===== src/rtl/rdc_pkg.sv =====
package rdc_pkg;
  typedef enum logic [1:0] {
    OP_RAW   = 2'd0,
    OP_CMP   = 2'd1,
    OP_EVICT = 2'd2
  } placeOp_t;

  typedef struct packed {
    logic latchCur;
    logic scanStart;
    logic scanStep;
    logic applyCmd;
  } ctlStrb_t;
endpackage


===== src/rtl/rdc_table.sv =====
module rdc_table
  import rdc_pkg::*;
#(
  parameter int N_BLOCKS = 8,
  parameter int STAMP_W  = 8,
  parameter int ID_W     = $clog2(N_BLOCKS)
) (
  input  logic               clk,
  input  logic               rst_n,
  input  logic               accValid,
  input  logic [ID_W-1:0]    accId,
  input  logic [ID_W-1:0]    doneId,
  input  logic [STAMP_W-1:0] th1,
  input  logic [STAMP_W-1:0] th2,
  input  ctlStrb_t           strb,
  input  placeOp_t           cmdOp,
  input  logic [ID_W-1:0]    cmdId,
  output logic [ID_W-1:0]    curId,
  output placeOp_t           curTier,
  output logic               scanLast,
  output logic               victimFound,
  output logic [ID_W-1:0]    victimId
);
  localparam logic [ID_W-1:0] LAST_IDX = ID_W'(N_BLOCKS - 1);

  logic [N_BLOCKS-1:0] seen, hasGap, onChip;
  logic [STAMP_W-1:0]  stamp [N_BLOCKS];
  logic [STAMP_W-1:0]  gap   [N_BLOCKS];
  logic [STAMP_W-1:0]  tnOf  [N_BLOCKS];
  logic [STAMP_W-1:0]  accCnt;
  logic [STAMP_W-1:0]  victimTn, tnCur;
  logic [ID_W-1:0]     scanIdx;

  for (genvar i = 0; i < N_BLOCKS; i++) begin : g_tn
    assign tnOf[i] = hasGap[i] ? gap[i] : '1;
  end

  always_ff @(posedge clk) begin
    if (!rst_n) begin
      seen   <= '0;
      hasGap <= '0;
      onChip <= '0;
      accCnt <= '0;
      for (int i = 0; i < N_BLOCKS; i++) begin
        stamp[i] <= '0;
        gap[i]   <= '0;
      end
    end else begin
      if (strb.applyCmd) onChip[cmdId] <= (cmdOp != OP_EVICT);
      if (accValid) begin
        if (seen[accId]) begin
          gap[accId]    <= accCnt - stamp[accId] - STAMP_W'(1);
          hasGap[accId] <= 1'b1;
        end
        stamp[accId]  <= accCnt;
        seen[accId]   <= 1'b1;
        onChip[accId] <= 1'b1;
        accCnt        <= accCnt + STAMP_W'(1);
      end
    end
  end

  assign tnCur = tnOf[curId];
  always_comb begin
    if (tnCur <= th1)      curTier = OP_RAW;
    else if (tnCur <= th2) curTier = OP_CMP;
    else                   curTier = OP_EVICT;
  end

  assign scanLast = (scanIdx == LAST_IDX);

  always_ff @(posedge clk) begin
    if (!rst_n) begin
      curId       <= '0;
      scanIdx     <= '0;
      victimFound <= 1'b0;
      victimId    <= '0;
      victimTn    <= '0;
    end else begin
      if (strb.latchCur) begin
        curId       <= doneId;
        victimFound <= 1'b0;
      end
      if (strb.scanStart) begin
        scanIdx     <= '0;
        victimFound <= 1'b0;
      end else if (strb.scanStep) begin
        if (onChip[scanIdx] && scanIdx != curId &&
            (!victimFound || tnOf[scanIdx] > victimTn)) begin
          victimFound <= 1'b1;
          victimId    <= scanIdx;
          victimTn    <= tnOf[scanIdx];
        end
        scanIdx <= scanIdx + ID_W'(1);
      end
    end
  end

  AST_NO_SELF_VICTIM: assert property (@(posedge clk) disable iff (!rst_n)
    victimFound |-> victimId != curId);
  AST_HIST_NEEDS_SEEN: assert property (@(posedge clk) disable iff (!rst_n)
    (hasGap & ~seen) == '0);
  AST_ACC_ONCHIP: assert property (@(posedge clk) disable iff (!rst_n)
    accValid |=> onChip[$past(accId)]);
endmodule


===== src/rtl/rdc_ctrl.sv =====
module rdc_ctrl
  import rdc_pkg::*;
#(
  parameter int ID_W = 3
) (
  input  logic            clk,
  input  logic            rst_n,
  input  logic            doneValid,
  input  logic            rawFull,
  input  logic            cmpFull,
  input  placeOp_t        curTier,
  input  logic            scanLast,
  input  logic            victimFound,
  input  logic [ID_W-1:0] victimId,
  input  logic [ID_W-1:0] curId,
  input  logic            cmdReady,
  output ctlStrb_t        strb,
  output logic            cmdValid,
  output placeOp_t        cmdOp,
  output logic [ID_W-1:0] cmdId,
  output logic            busy
);
  typedef enum logic [2:0] {S_IDLE, S_CLASSIFY, S_SCAN, S_VICTIM, S_PLACE} state_t;
  state_t   state, nextState;
  placeOp_t opReg;
  logic     tierFull;

  assign tierFull = (curTier == OP_RAW) ? rawFull : cmpFull;

  always_comb begin
    strb      = '0;
    nextState = state;
    unique case (state)
      S_IDLE: if (doneValid) begin
        strb.latchCur = 1'b1;
        nextState     = S_CLASSIFY;
      end
      S_CLASSIFY: begin
        if (curTier != OP_EVICT && tierFull) begin
          strb.scanStart = 1'b1;
          nextState      = S_SCAN;
        end else begin
          nextState = S_PLACE;
        end
      end
      S_SCAN: begin
        strb.scanStep = 1'b1;
        if (scanLast) nextState = S_VICTIM;
      end
      S_VICTIM: begin
        if (!victimFound) nextState = S_PLACE;
        else if (cmdReady) begin
          strb.applyCmd = 1'b1;
          nextState     = S_CLASSIFY;
        end
      end
      S_PLACE: if (cmdReady) begin
        strb.applyCmd = 1'b1;
        nextState     = S_IDLE;
      end
      default: nextState = S_IDLE;
    endcase
  end

  always_ff @(posedge clk) begin
    if (!rst_n) begin
      state <= S_IDLE;
      opReg <= OP_RAW;
    end else begin
      state <= nextState;
      if (state == S_CLASSIFY) opReg <= curTier;
    end
  end

  assign cmdValid = (state == S_PLACE) || (state == S_VICTIM && victimFound);
  assign cmdOp    = (state == S_VICTIM) ? OP_EVICT : opReg;
  assign cmdId    = (state == S_VICTIM) ? victimId : curId;
  assign busy     = (state != S_IDLE);

  AST_CMD_HOLD: assert property (@(posedge clk) disable iff (!rst_n)
    cmdValid && !cmdReady |=> cmdValid && $stable(cmdOp) && $stable(cmdId));
  AST_CMD_WHEN_BUSY: assert property (@(posedge clk) disable iff (!rst_n)
    cmdValid |-> busy);
  AST_DONE_TAKEN: assert property (@(posedge clk) disable iff (!rst_n)
    doneValid && !busy |=> busy && !cmdValid);
  AST_OP_LEGAL: assert property (@(posedge clk) disable iff (!rst_n)
    cmdValid |-> cmdOp != 2'd3);
endmodule


===== src/rtl/rdc_placer.sv =====
module rdc_placer
  import rdc_pkg::*;
#(
  parameter int N_BLOCKS = 8,
  parameter int STAMP_W  = 8,
  parameter int ID_W     = $clog2(N_BLOCKS)
) (
  input  logic               clk,
  input  logic               rst_n,
  input  logic               accValid,
  input  logic [ID_W-1:0]    accId,
  input  logic               doneValid,
  input  logic [ID_W-1:0]    doneId,
  input  logic [STAMP_W-1:0] th1,
  input  logic [STAMP_W-1:0] th2,
  input  logic               rawFull,
  input  logic               cmpFull,
  output logic               cmdValid,
  input  logic               cmdReady,
  output logic [1:0]         cmdOp,
  output logic [ID_W-1:0]    cmdId,
  output logic               busy
);
  ctlStrb_t        strb;
  placeOp_t        curTier, opW;
  logic [ID_W-1:0] curId, victimId;
  logic            scanLast, victimFound;

  rdc_table #(.N_BLOCKS(N_BLOCKS), .STAMP_W(STAMP_W), .ID_W(ID_W)) u_table (
    .clk(clk), .rst_n(rst_n), .accValid(accValid), .accId(accId),
    .doneId(doneId), .th1(th1), .th2(th2), .strb(strb),
    .cmdOp(opW), .cmdId(cmdId), .curId(curId), .curTier(curTier),
    .scanLast(scanLast), .victimFound(victimFound), .victimId(victimId)
  );

  rdc_ctrl #(.ID_W(ID_W)) u_ctrl (
    .clk(clk), .rst_n(rst_n), .doneValid(doneValid), .rawFull(rawFull),
    .cmpFull(cmpFull), .curTier(curTier), .scanLast(scanLast),
    .victimFound(victimFound), .victimId(victimId), .curId(curId),
    .cmdReady(cmdReady), .strb(strb), .cmdValid(cmdValid), .cmdOp(opW),
    .cmdId(cmdId), .busy(busy)
  );

  assign cmdOp = opW;
endmodule


===== config.mk =====
export PLATFORM = sky130hd
export DESIGN_NAME = rdc_placer
export DESIGN_NICKNAME = d
export VERILOG_FILES = /design/src/rtl/rdc_pkg.sv /design/src/rtl/rdc_table.sv /design/src/rtl/rdc_ctrl.sv /design/src/rtl/rdc_placer.sv
export SDC_FILE = /design/constraint.sdc
export NUM_CORES = 1
export LEC_CHECK = 0
export ABC_AREA = 1
export BUFFER_PORTS_ARGS = -buffer_cell sky130_fd_sc_hd__clkbuf_2
export CORE_MARGIN = 5
export CORE_UTILIZATION = 49
export DETAILED_ROUTE_END_ITERATION = 10
export PLACE_DENSITY = 0.65
export SLEW_MARGIN = 0
export SYNTH_ARGS = -nofsm -noshare
export SYNTH_HDL_FRONTEND = slang
export SYNTH_SLANG_ARGS = --single-unit
export TNS_END_PERCENT = 20

===== constraint.sdc =====
create_clock -name clk -period 5.6 [get_ports clk]
set_input_delay 0.56 -clock clk [delete_from_list [all_inputs] [get_ports clk]]
set_output_delay 0.56 -clock clk [all_outputs]
set_load 0.05 [all_outputs]

==> flow_summary.yaml, run 1 <==
grt:
  overflow: 0
  grtUsageTotal_pct: 23.3
  grt_max_degree: 53
  antenna_found_initial: 0
  grt_pass1_wl_microns: 40300
  grt_pass1_vias: 7465
synth:
  ys_types: 42
  synth_warnings: 0
  netlist_instances: 1155
  synthSimpleGateAreaFrac_pct: 23.7
  seq_area_frac_synth_pct: 50.5
  synthMuxAreaShare_pct: 0
  synth_enable_flop_cells: 128
  async_reset_ff_share_pct: 0
  syn_avg_cell_area_sq_um: 8.48
  synth-seq-cells: 183
  synth_top_area_share_pct: 39.3
  synth_xor_area_share_pct: 0.805
  syn_area_sq_um: 9790
  synth_top_family_by_area: "simple AND/OR/NAND/NOR gates"
  synth_area_leaders: "edfxtp_1 39%, dfxtp_1 11%, nor2_1 7.9%"
  yosys.area_share.adder_pct: 4.55
  synth-main-ff-cell: "edfxtp_1"
  synth.largest_area_cell: "edfxtp_1"
  syn-num-nets: 1219
  synth_compound_area_share_pct: 13.9
hold_path:
  min_from: "doneId[1]"
  min_path_type: "in2reg"
clocking:
  h-tree-depth: 4
  ctsHoldBuffers: 0
  insertion_delay_ns: 0.44
  cts_resized: 0
  cts_tree: "done"
  cts_sinks: 183
  cts.clk_slew.worst_paths_ns: 0.08
  cts.path.max_buffers: 2
  numCtsBuffers: 17
  cts-root-buf: "clkbuf_16"
  postCtsSetupRepairBufs: 0
detailed_routing:
  wl_per_cell_microns: 17.9
  vias_per_cell: 5.53
  drcViolationCount: 0
  ant_nets: 0
  vias: 7987
  dr.pass1.iters: 5
  routed_wl_microns: 25800
  drt_iter0_drc: 836
pwr:
  vdd_drop_max_uv: 230
  powerDensity_nw_per_um2: 349
  p_leak_nw: 4.61
critical_path:
  worstSetupPathType: "reg2reg"
  worstSetupStartpointType: "register"
  cp_data_required_time_ns: 5.96
  crit_path_start: "u_table.curId[0]"
  cp.arrival_ns: 4.48
  worstReg2RegStart: "u_table.curId[0]"
  path_max_fanout: 41
  end_kind: "register"
sta:
  finalSetupViolCount: 0
  setup_ws_ns: 1.48
  rsz0062_at_grt: "no"
  clock.fmax_mhz: 243
  finalMaxSlewViolations: 0
  period_share_pct: 73.5
  slew_headroom_pct: 23.7
  fin_setup_tns_ns: 0
  hold_violations: 0
  fin_skew_ns: 0.0111
  fin_crit_ns: 4.12
  worst_pin_slew_ns: 1.14
place:
  hpwl_microns: 18300
  dpl.cell_count: 1412
  dpl_cell_area_sq_um: 10100
  io_buffers: 35
  place_congestion: 0.924
  place_ws_ns: 1.61
die:
  fp.dieW_microns: 151
  die-area_sq_um: 22900
  core_sq_um: 19600
  row_count: 51
  initial_core_util_pct: 50.0
  die_h_microns: 151
  pin_count: 36
layout:
  design_area_sq_um: 10800
  post-route-util_pct: 54.9
  final-instance-count-excl-fill: 1444
  syn_to_final_growth_pct: 9.87
  diodes: 0
  finalNetCount: 1230
  drive_gt1_share_pct: 12.2
run:
  cap_violations: 0
run_status:
  status: "finished clean"
## cells by family after synthesis
| kind of cell | Yosys count |
|---|---|
| compound gates | 224 |
| xor+xnor | 9 |
| buf+inv | 167 |
| flops | 183 |
| fa+ha+maj | 35 |
| simple gates | 537 |
## synth_stat cells, drive strengths merged (5+ instances only)
library cell	n
o211ai	16
a221oi	8
a21oi	83
or2	38
nand2	212
nand3	59
nor3	14
a32o	5
dfxtp	55
nor2	206
o21ai	84
inv	112
a22oi	7
ha	34
nand4	8
buf	20
clkbuf	26
clkinv	9
xnor2	6
edfxtp	128
## metal layers
layer  wire [microns]  up-vias  track usage, %
li1                 -     3912               -
met1            11000     3729            31.2
met2            12200      295            38.1
met3             1640       51            3.65
met4              920        0            9.20
met5                0        -               0
## sequential cells by signal, indices dropped and copies added, names as in the netlist, 8 cells and up
register and count:
u_table.onChip 8, u_table.seen 8, u_table.hasGap 8, u_table.gap 64, u_table.stamp 64, u_table.accCnt 8, u_table.victimTn 8
## critical path, stage by stage, from the launching register on
cell and delay [ns]:
dfxtp_1 0.96, inv_1 0.81, o21ai_0 0.36, a21oi_1 0.08
o32ai_1 0.42, ha_1 0.33, nand2_1 0.09, nor2_1 0.06
nand3_1 0.06, nor2_1 0.04, a21oi_1 0.23, nand2_1 0.14
nand3_1 0.13, nand2_1 0.13, a21oi_1 0.18
## cells in the final DEF, fill, tap and decap left out, types with 2 or more instances in the layout
cell type	netlist	routed
inv_2	7	7
nor3_4	2	2
nand3_1	59	59
o21ai_0	68	68
nand2_4	9	9
nor2_1	205	205
inv_12	0	3
inv_8	0	2
o311ai_0	3	3
a21oi_1	83	83
o22ai_1	4	4
a221oi_1	6	6
nor3_1	12	12
clkinv_1	9	9
a21o_1	2	2
clkbuf_16	0	17
o21ai_1	6	6
inv_6	0	3
o21ai_2	10	10
ha_1	34	34
a32o_1	5	5
dfxtp_1	55	55
a22oi_1	7	7
a221oi_2	2	2
nand4_1	8	8
or2_2	38	38
o211ai_1	16	16
buf_4	1	3
xnor2_1	6	6
nand2_1	202	202
clkbuf_2	0	35
a22o_2	3	3
edfxtp_1	128	128
xor2_1	3	3
clkinv_8	0	6
o221ai_1	4	4
inv_1	105	105
## area by class of cell
class	instances	area (sq um)
clock buffer	17	425
clock inverter	15	204
fill	1825	8830
inverter	121	454
multi-input combinational	805	4200
sequential	183	4940
tap	265	332
timing repair buffer	38	198
## where the power goes
part	leakage, nW	switching [mW]	internal (mW)
clock	0.303	0.632	0.620
combinational	2.53	0.637	0.275
sequential	1.77	0.0839	1.51
total	4.61	1.35	2.40
## path summary, 6_finish.rpt
kind	depth (start not counted)	endpoint	slack (ns)
max	14	u_table.victimFound	1.48
min	3	u_table.curId[1]	0.43
max reg2reg	14	u_table.victimFound	1.48
min reg2reg	2	u_table.seen[4]	0.46
## metrics by stage
step,hold WS (ns),power [mW]
6_report,0.430,3.76
5_1_grt,0.427,3.95
4_1_cts,0.405,3.77
3_5_place_dp,0.450,2.53
3_3_place_gp,0.443,2.52
2_1_floorplan,0.433,2.28
Note: power is estimated with default switching activity, not from simulation.
==> run 2, diff against run 1 <==
- clock period: 5.6 -> 4.1 ns (I/O delays scaled with it)
==> run 2 against run 1 <==
Clock power grew 38%. Non-clock buffer count grew 11. Maximum frequency grew 29%. Clock skew grew 0.0029 ns. First-iteration DRC count grew 3.6%. Cell count grew 0.76%. Hold slack lost 0.17 ns. Sequential share of layout area shrank 0.35 points. Total power grew 38%. Setup slack lost 0.58 ns. Wire length grew 0.40%. Sequential cell count is the same. Critical path type unchanged. Critical endpoint is now u_table.scanIdx[0]. Largest cell class unchanged. Largest power group unchanged.
==> flow_summary.yaml, run 2 (synthesis gave the netlist of run 1 again) <==
run_status:
  status: "finished clean"
layout:
  finalNetCount: 1241
  diodes: 0
  layout_commonest_cell: "nor2_1"
  layout_common_cells: "205 x nor2_1, 202 x nand2_1, 128 x edfxtp_1"
  drive_gt1_share_pct: 13.0
  fillers: 1826
  reg_top3: "u_table.gap: 64 flops, u_table.stamp: 64 flops"
  syn_to_final_growth_pct: 10.7
pwr:
  powerDensity_nw_per_um2: 478
  p_leak_nw: 4.66
  vdd_drop_max_uv: 262
grt:
  grtUsageTotal_pct: 23.5
  grt_max_degree: 52
  grt_pass1_wl_microns: 40900
  overflow: 0
  antenna_found_initial: 0
  grt_pass1_vias: 7473
clocking:
  h-tree-depth: 4
  cts.clk_slew.worst_paths_ns: 0.08
  cts_tree: "done"
  numCtsBuffers: 17
  postCtsSetupRepairBufs: 0
  cts-root-buf: "clkbuf_16"
  cts.path.max_buffers: 2
  insertion_delay_ns: 0.44
  ctsHoldBuffers: 0
  cts_sinks: 183
  cts_resized: 0
critical_path:
  crit_top_cell: "nand2_1"
  cp_data_required_time_ns: 4.43
  path_cells: "buf_4, inv_1, buf_4, o21ai_0, a21oi_1, o32ai_1, ha_1, a21o_1, nor2_1, nand2_1, nand2_1, inv_1, nand2_1, nand3_1, nand2_1, nor2_1"
  crit_slowest_cell: "o32ai_1"
  path_max_fanout: 39
  ff2ff_path_depth: 16
  cp.arrival_ns: 3.53
  slowest_delay_ns: 0.45
  end_kind: "register"
  worstSetupPathType: "reg2reg"
  worstSetupStartpointType: "register"
run:
  cap_violations: 0
sta:
  rsz0062_at_grt: "no"
  period_share_pct: 78.1
  fin_setup_tns_ns: 0
  worst_pin_slew_ns: 0.985
  finalSetupViolCount: 0
  fin_crit_ns: 3.20
  fin_skew_ns: 0.0140
  finalMaxSlewViolations: 0
  fin_hold_ws_ns: 0.263
  slew_headroom_pct: 34.2
  hold_violations: 0
  clock.fmax_mhz: 312
detailed_routing:
  ant_nets: 0
  drcViolationCount: 0
  routed_wl_microns: 26000
  vias_per_cell: 5.56
  wl_per_cell_microns: 17.8
  vias: 8094
  dr.pass1.iters: 6
  drt_iter0_drc: 866
place:
  hpwl_microns: 18200
  io_buffers: 35
  place_congestion: 0.881
die:
  core_sq_um: 19600
  fp.dieW_microns: 151
  die-area_sq_um: 22900
  die_h_microns: 151
  pin_count: 36
  row_count: 51
  initial_core_util_pct: 50.0
hold_path:
  min_path_type: "in2reg"
  min_path_cells: 3
-- run 2: through the flow --
step           util (%)  cells  setup slack, ns  cell area (sq um)  power (mW)
5_1_grt            55.3   1455            0.516              10800        5.46
2_1_floorplan         -   1155             1.13               9790        3.12
3_5_place_dp       52.1   1423            0.791              10200        3.50
3_3_place_gp       52.1   1423            0.840              10200        3.48
6_report           55.3   1455            0.900              10800        5.18
4_1_cts            55.3   1455            0.898              10800        5.19
-- run 2: path summary, 6_finish.rpt --
| check | from | slack [ns] | endpoint |
|---|---|---|---|
| max | u_table.curId[0] | 0.90 | u_table.scanIdx[0] |
| min | doneId[0] | 0.26 | u_table.curId[0] |
| max reg2reg | u_table.curId[0] | 0.90 | u_table.scanIdx[0] |
| min reg2reg | u_table.seen[3] | 0.46 | u_table.seen[3] |
-- run 2: power breakdown --
group / switching (mW) / total [mW] / internal [mW]
clock network: 0.870 / 1.72 / 0.848
registers: 0.0658 / 2.13 / 2.06
logic: 0.931 / 1.33 / 0.401
-- run 2: final cells by class --
cell class                      count  area (sq um)  area share (%)
Clock inverter                     15           204            1.88
Timing Repair Buffer               49           280            2.59
Clock buffer                       17           425            3.93
Multi-Input combinational cell    805          4200            38.7
Tap cell                          265           332            3.06
Sequential cell                   183          4940            45.6
Inverter                          121           454            4.19
-- run 2: worst max-delay path: cells and delay by family, from the launching register on --
family / cells / cell delay, ns
compound gates: 4 / 0.90
simple gates: 7 / 0.78
buf+inv: 4 / 0.75
fa+ha+maj: 1 / 0.34
flops: 1 / 0.31
-- run 2: per-layer routing --
layer,up-vias,wire [microns],GRT usage [%],share of wire [%]
li1,3939,-,-,-
met1,3772,11100,32.3,43
met2,340,12200,37.8,47
met3,43,2020,4.22,7.8
met4,0,630,7.71,2.4
met5,-,0,0,0
